## config.mk

```make
export PLATFORM = sky130hd
export DESIGN_NAME = pkey_fault_unit
export DESIGN_NICKNAME = d
export VERILOG_FILES = /design/src/rtl/pkey_pkg.sv /design/src/rtl/pkey_mask_table.sv /design/src/rtl/pkey_rights_pick.sv /design/src/rtl/pkey_fault_eval.sv /design/src/rtl/pkey_fault_unit.sv
export SDC_FILE = /design/constraint.sdc
export NUM_CORES = 1
export LEC_CHECK = 0
export BUFFER_PORTS_ARGS = -buffer_cell sky130_fd_sc_hd__buf_4
export CAP_MARGIN = 15
export CORE_MARGIN = 5
export CORE_UTILIZATION = 39
export CTS_BUF_LIST = sky130_fd_sc_hd__clkbuf_4
export CTS_CLUSTER_DIAMETER = 120
export DETAILED_ROUTE_END_ITERATION = 8
export PLACE_DENSITY = 0.88
export SYNTH_ARGS = -nofsm -noshare
export SYNTH_HDL_FRONTEND = slang
export SYNTH_SLANG_ARGS = --single-unit
```

## constraint.sdc

```tcl
create_clock -name clk -period 3.2 [get_ports clk]
set_input_delay 0.32 -clock clk [delete_from_list [all_inputs] [get_ports clk]]
set_output_delay 0.32 -clock clk [all_outputs]
set_load 0.02 [all_outputs]
```

## src/rtl/pkey_pkg.sv

```systemverilog
package pkey_pkg;

  // Positions inside a 2-bit rights or table entry
  localparam int unsigned AD_POS = 0;
  localparam int unsigned WD_POS = 1;

  // Table index layout {fetch, addr_user, acc_user, acc_write}
  localparam int unsigned IDX_W     = 4;
  localparam int unsigned IDX_WRITE = 0;
  localparam int unsigned IDX_AUSER = 1;
  localparam int unsigned IDX_ADDR  = 2;
  localparam int unsigned IDX_FETCH = 3;
  localparam int unsigned TBL_DEPTH = 1 << IDX_W;

  typedef struct packed {
    logic long_mode;
    logic ukey_en;
    logic skey_en;
    logic wp;
  } pk_ctrl_t;

  typedef logic [1:0] pk_pair_t;

  function automatic logic [IDX_W-1:0] make_index(input logic fetch,
                                                  input logic addr_user,
                                                  input logic acc_user,
                                                  input logic acc_write);
    logic [IDX_W-1:0] ix;
    ix            = '0;
    ix[IDX_FETCH] = fetch;
    ix[IDX_ADDR]  = addr_user;
    ix[IDX_AUSER] = acc_user;
    ix[IDX_WRITE] = acc_write;
    return ix;
  endfunction

endpackage

```

## src/rtl/pkey_mask_table.sv

```systemverilog
module pkey_mask_table
  import pkey_pkg::*;
(
  input  logic                     clk,
  input  logic                     rst,
  input  pk_ctrl_t                 ctrl,
  input  logic [IDX_W-1:0]         rd_idx,
  output pk_pair_t                 rd_entry
);

  logic [2*TBL_DEPTH-1:0] tbl_q;

  genvar gi;
  generate
    for (gi = 0; gi < TBL_DEPTH; gi++) begin : g_entry
      localparam logic [IDX_W-1:0] IV = gi[IDX_W-1:0];
      logic     addr_on;
      pk_pair_t nxt;

      always_comb begin
        addr_on = ctrl.long_mode &
                  (IV[IDX_ADDR] ? ctrl.ukey_en : ctrl.skey_en);
        nxt = '0;
        if (addr_on && !IV[IDX_FETCH]) begin
          nxt[AD_POS] = 1'b1;
          nxt[WD_POS] = IV[IDX_WRITE] & (IV[IDX_AUSER] | ctrl.wp);
        end
      end

      always_ff @(posedge clk) begin
        if (rst) tbl_q[2*gi +: 2] <= '0;
        else     tbl_q[2*gi +: 2] <= nxt;
      end
    end
  endgenerate

  assign rd_entry = tbl_q[{rd_idx, 1'b0} +: 2];

  // Fetch slots stay empty one cycle after any control state
  AST_FETCH_SLOT_EMPTY: assert property (@(posedge clk) disable iff (rst)
    rd_idx[IDX_FETCH] |-> (rd_entry == 2'b00));

endmodule

```

## src/rtl/pkey_rights_pick.sv

```systemverilog
module pkey_rights_pick
  import pkey_pkg::*;
#(
  parameter int unsigned NUM_KEYS = 16,
  localparam int unsigned KEY_W   = $clog2(NUM_KEYS),
  localparam int unsigned RIGHTS_W = 2 * NUM_KEYS
) (
  input  logic [KEY_W-1:0]    key,
  input  logic                addr_user,
  input  logic [RIGHTS_W-1:0] user_rights,
  input  logic [RIGHTS_W-1:0] sup_rights,
  output pk_pair_t            entry
);

  logic [RIGHTS_W-1:0] chosen;

  always_comb begin
    chosen = addr_user ? user_rights : sup_rights;
    entry  = chosen[{key, 1'b0} +: 2];
  end

endmodule

```

## src/rtl/pkey_fault_eval.sv

```systemverilog
module pkey_fault_eval
  import pkey_pkg::*;
(
  input  logic     clk,
  input  logic     rst,
  input  pk_pair_t tbl_entry,
  input  pk_pair_t rights_entry,
  input  logic     present,
  input  logic     rsvd_fault,
  output logic     fault_q
);

  logic     eligible;
  pk_pair_t hit;
  logic     fault_d;

  always_comb begin
    eligible = present & ~rsvd_fault;
    hit      = tbl_entry & rights_entry;
    fault_d  = eligible & (hit[AD_POS] | hit[WD_POS]);
  end

  always_ff @(posedge clk) begin
    if (rst) fault_q <= 1'b0;
    else     fault_q <= fault_d;
  end

  AST_TERMINAL_QUIET: assert property (@(posedge clk) disable iff (rst)
    (!present || rsvd_fault) |=> !fault_q);

endmodule

```

## src/rtl/pkey_fault_unit.sv

```systemverilog
module pkey_fault_unit
  import pkey_pkg::*;
#(
  parameter int unsigned NUM_KEYS = 16,
  localparam int unsigned KEY_W   = $clog2(NUM_KEYS),
  localparam int unsigned RIGHTS_W = 2 * NUM_KEYS
) (
  input  logic                clk,
  input  logic                rst,
  input  logic                long_mode_i,
  input  logic                ukey_en_i,
  input  logic                skey_en_i,
  input  logic                wp_i,
  input  logic [KEY_W-1:0]    key_i,
  input  logic                walk_user_i,
  input  logic                acc_fetch_i,
  input  logic                acc_user_i,
  input  logic                acc_write_i,
  input  logic                present_i,
  input  logic                rsvd_fault_i,
  input  logic [RIGHTS_W-1:0] user_rights_i,
  input  logic [RIGHTS_W-1:0] sup_rights_i,
  output logic                key_fault_o
);

  pk_ctrl_t         ctrl;
  logic [IDX_W-1:0] idx;
  pk_pair_t         tbl_entry;
  pk_pair_t         rights_entry;

  always_comb begin
    ctrl.long_mode = long_mode_i;
    ctrl.ukey_en   = ukey_en_i;
    ctrl.skey_en   = skey_en_i;
    ctrl.wp        = wp_i;
    idx = make_index(acc_fetch_i, walk_user_i, acc_user_i, acc_write_i);
  end

  pkey_mask_table u_table (
    .clk      (clk),
    .rst      (rst),
    .ctrl     (ctrl),
    .rd_idx   (idx),
    .rd_entry (tbl_entry)
  );

  pkey_rights_pick #(.NUM_KEYS(NUM_KEYS)) u_pick (
    .key         (key_i),
    .addr_user   (walk_user_i),
    .user_rights (user_rights_i),
    .sup_rights  (sup_rights_i),
    .entry       (rights_entry)
  );

  pkey_fault_eval u_eval (
    .clk          (clk),
    .rst          (rst),
    .tbl_entry    (tbl_entry),
    .rights_entry (rights_entry),
    .present      (present_i),
    .rsvd_fault   (rsvd_fault_i),
    .fault_q      (key_fault_o)
  );

  AST_FETCH_NO_FAULT: assert property (@(posedge clk) disable iff (rst)
    acc_fetch_i |=> !key_fault_o);

  AST_MODE_OFF_QUIET: assert property (@(posedge clk) disable iff (rst)
    !$past(long_mode_i) |=> !key_fault_o);

  AST_SUP_WRITE_NO_WP: assert property (@(posedge clk) disable iff (rst)
    (!acc_user_i && !$past(wp_i) && !rights_entry[AD_POS]) |=> !key_fault_o);

  AST_READ_NO_WD: assert property (@(posedge clk) disable iff (rst)
    (!acc_write_i && !rights_entry[AD_POS]) |=> !key_fault_o);

endmodule

```

[After elaboration in Yosys (flattened, before gate mapping)]
Index checks and enable logic that the tools add are counted.
W data, S select, Z words.
Storage, ports and cells
  bits in registers: 13
  bits of input ports: 80
  RAM bits: 0
  ROM bits: 0
  logic and storage cells: 29
  bits in latches: 0
  output and inout port bits: 1
  memories kept: 0
Cells by class
  eq/ne operators: 0
  bitwise operators: 9
  add/subtract/negate cells: 0
  multiply operators: 0
  magnitude comparators: 0
  div/mod/pow operators: 0
  reduce and logical (&&, ||, !) cells: 2
  mux-type cells: 7
  shift operators: 2
Operators by type and width (count)
  $shiftx A32 B6 Y2: 2
  $mux W32: 1
  $and A1 B1 Y1: 4
  $mux W1: 4
  $mux W2: 2
  $reduce_or A2 Y1: 2
  $not A1 Y1: 3
  $and A2 B2 Y2: 1
  $or A1 B1 Y1: 1

[Logic depth before layout (Yosys ltp)]
  word-level depth: 5
  mapped depth: 7
  depth with buffers taken out: 5

[Modules after synthesis]
From an unflattened synthesis, not the netlist that was laid out.
Unflattened totals
  cell total of the unflattened synthesis: 87
  area total of the unflattened synthesis: 808.3 µm²
Modules (own cells, without submodules)
  pkey_rights_pick: times used 1, seq. area each 0.0 µm², cells an instance 72, area an instance 610.6 µm²
  pkey_mask_table: times used 1, seq. area each 80.1 µm², cells an instance 12, area an instance 155.1 µm²
  pkey_fault_eval: times used 1, seq. area each 20.0 µm², cells an instance 3, area an instance 42.5 µm²

[Worst setup path before layout]
Ideal clock, no wire load.
  path type: in2reg
  start: input key_i[0]
  end: register u_eval.fault_q
  buffers on the path: 1
  required time: 3.076 ns
  setup slack: 1.675 ns
  cell stages on the path: 6
  setup time: 0.124 ns
  arrival time: 1.401 ns
  cells stage by stage: buf_2 -> mux4_2 -> mux2i_1 -> nand2_1 -> o2111ai_1 -> o22ai_1
Between the ends
  longest elaborated chain between the ends: 4
Ends and longest elaborated chain
  from (decl): line pkey_fault_unit.sv:14  | input logic [KEY_W-1:0] key_i,
  $shiftx A32 B6 Y2: line pkey_rights_pick.sv:19  | entry = chosen[{key, 1'b0} +: 2];
  $and A2 B2 Y2: line pkey_fault_eval.sv:19  | hit = tbl_entry & rights_entry;
  $or A1 B1 Y1: line pkey_fault_eval.sv:20  | fault_d = eligible & (hit[AD_POS] | hit[WD_POS]);
  $and A1 B1 Y1: line pkey_fault_eval.sv:20
  to (signal assigned): line pkey_fault_eval.sv:25  | else fault_q <= fault_d;
  to (decl): line pkey_fault_eval.sv:10  | output logic fault_q
No other way between the ends.
A chain may end at the register's enable or synchronous reset.

[Final worst setup path]
Ends and elaborated chain as after synthesis.

==> metrics.cfg <==
[critical_path]
arrival_ps=1600
critPathMaxFanout=14
worst-path-buf-inv=1
required_ps=3330
path_cells=buf_4, mux4_2, mux2i_1, nand2_1, o2111ai_1, o22ai_1
max_stage_delay_ps=540
criticalPathCategory=input pin to flop
cpLargestDelayFamily=multiplexers
crit_slowest_cell=mux4_2
start_kind=input pin
end_kind=flop

[cts]
cts.path.max_buffers=2
clockRootBuffer=clkbuf_4
cts.repair.resized=0
clk_latency_ps=250
cts_buffers=3
htree_levels=1
cts.clk_slew.worst_paths_ps=50
cts_tree=done
postCtsSetupBuffers=0
cts.sinks=5
hold_buffers=0

[synth]
syn-instance-count=56
synth.area.mux_share=0.6613
yosysTopAreaCell=mux4_1
synth_compound_area_frac=0.04355
yosysTopAreaCellShare=0.3726
ys_top_cells_by_area=mux4_1 (37%), mux4_2 (15%), dfxtp_1 (13%)
ys_ff_latch=5
syn-num-nets=136
avgSynthCellArea_um2=13.85
yosys_warnings=0
synthAdderAreaFrac=0
ys_seq_area_frac=0.1290
synthSimpleGateAreaFrac=0.1048
synth-xor-area-share=0
synth_cell_types=21
syn_area_um2=775.7
synth_top_family_by_area=multiplexers

[floorplan]
num_rows=16
die-area_um2=2981
coreArea_um2=1922
ios=81
die_x_um=54.60
die_h_um=54.60
initial_core_util=0.4036

[drt]
dr.pass1.iters=4
route.detailed.drc=0
routed_wl_um=2795
drt_iter0_markers=17
wl_per_cell_um=17.36
via_per_inst=5.342
detail-route-antenna-nets=0
vias=860

[worst_hold_path]
hold_class=input pin to flop

[cells_and_area]
synthToLayoutAreaGrowth_pct=79.52
diodes=0
mostFrequentLayoutCells=buf_4 (80), mux4_1 (11), mux2i_1 (10), mux4_2 (5), dfxtp_1 (5)
layout-drive-gt1-share=0.6791
fin_util=0.7246
finalNetCount=215
final_common_cell=buf_4

[timing]
fmax_mhz=679.3
fin_crit_sh=0.4601
slew_violations=0
rsz0062_at_grt=false
setup_viol=0
setup_tns_ps=0
finClkSkew_ps=6.054
finalHoldViolations=0
slew_headroom=0.6838
worst_slack_ps=1728
min_period_ps=1472
worst_pin_slew_ps=467.7

[global_route]
grt_pass1_vias=975
grt_max_degree=15
grt_pass1_wl_um=4084
grt_antenna_before_repair=0
grt_overflow_total=0
track_usage=0.1959

[placed_design]
pre_cts_ws_ps=1464
io_buffer_count=80
gp_congestion=0.7239
hpwl_um=2423

[power_and_ir_drop]
leakage_nw=0.6950
powerDensity_nw_per_um2=209.3
ir_worst_vdd_mv=0.3519

[outcome]
outcome=complete, no violations

[flow_run]
maxCapViolCount=0

## where the power goes
part,internal [mW],switching (mW),leakage (nW),total [mW]
logic,0.103,0.0397,0.636,0.142
clock network,0.0557,0.0283,0.0184,0.0841
registers,0.0643,0.000634,0.0408,0.0649
## area by class of cell
type / count / area [um^2]
repair buffers: 80 / 600.6
multi-input cells: 45 / 628.1
well taps: 27 / 33.78
fillers: 151 / 529.3
flip-flops and latches: 5 / 100.1
clock buffers: 4 / 30.03
## worst register-to-register path, cell delays in order (launching register included)
cell and delay, ps:
dfxtp_1 300, mux2_2 270, nand2_1 60, o21ai_0 70, nand4_1 100, o22ai_1 80
## final timing paths
kind | cells after the start | slack [ps] | to | start
setup reg to reg | 5 | 2190 | u_eval.fault_q | u_table.tbl_q[14]
setup / recovery | 6 | 1730 | u_eval.fault_q | key_i[0]
hold reg to reg | 4 | 710 | u_eval.fault_q | u_table.tbl_q[3]
hold / removal | 2 | 280 | u_table.tbl_q[3] | wp_i
## cell usage after synthesis
| library cell | count |
|---|---|
| mux4_1 | 11 |
| mux2i_1 | 10 |
| dfxtp_1 | 5 |
| mux4_2 | 5 |
| nand2_1 | 3 |
| and2_1 | 2 |
| and3b_1 | 2 |
| buf_2 | 2 |
| buf_4 | 2 |
| buf_6 | 2 |
| o2111ai_1 | 2 |
| a21oi_1 | 1 |
| mux2_2 | 1 |
| nand3_1 | 1 |
| nand3b_1 | 1 |
| nand4_1 | 1 |
| nor2_1 | 1 |
| nor2b_2 | 1 |
| nor4b_1 | 1 |
| o21ai_0 | 1 |
| o22ai_1 | 1 |
## flip-flops by register name (all words and copies together) (netlist names)
name            count
u_table.tbl_q       4
u_eval.fault_q      1
## layer usage
layer	GRT usage	vias up	routed length, um
li1	-	406	-
met1	0.1826	405	881
met2	0.3937	47	1695
met3	0.05450	2	190
met4	0.06639	0	27
met5	0	-	0
## logic make-up (layout without fill, tap and decap cells)
logic type	Yosys count	in the layout
AO/OA/AOI/OAI	5	5
buffers and inverters	6	84
flip-flops	5	5
multiplexers	27	27
AND/OR/NAND/NOR	13	13
## through the flow
step	instances	power (mW)	hold WS, ps	instance area, um^2
final	161	0.2914	279.4	1393
after global routing	161	0.3143	266.3	1393
after CTS	161	0.2964	273.4	1393
after detailed placement	157	0.2096	533.0	1363
after global placement	157	0.2046	529.1	1363
after floorplan	56	0.1323	441.7	775.7
Power figures use the tool's default switching activity.
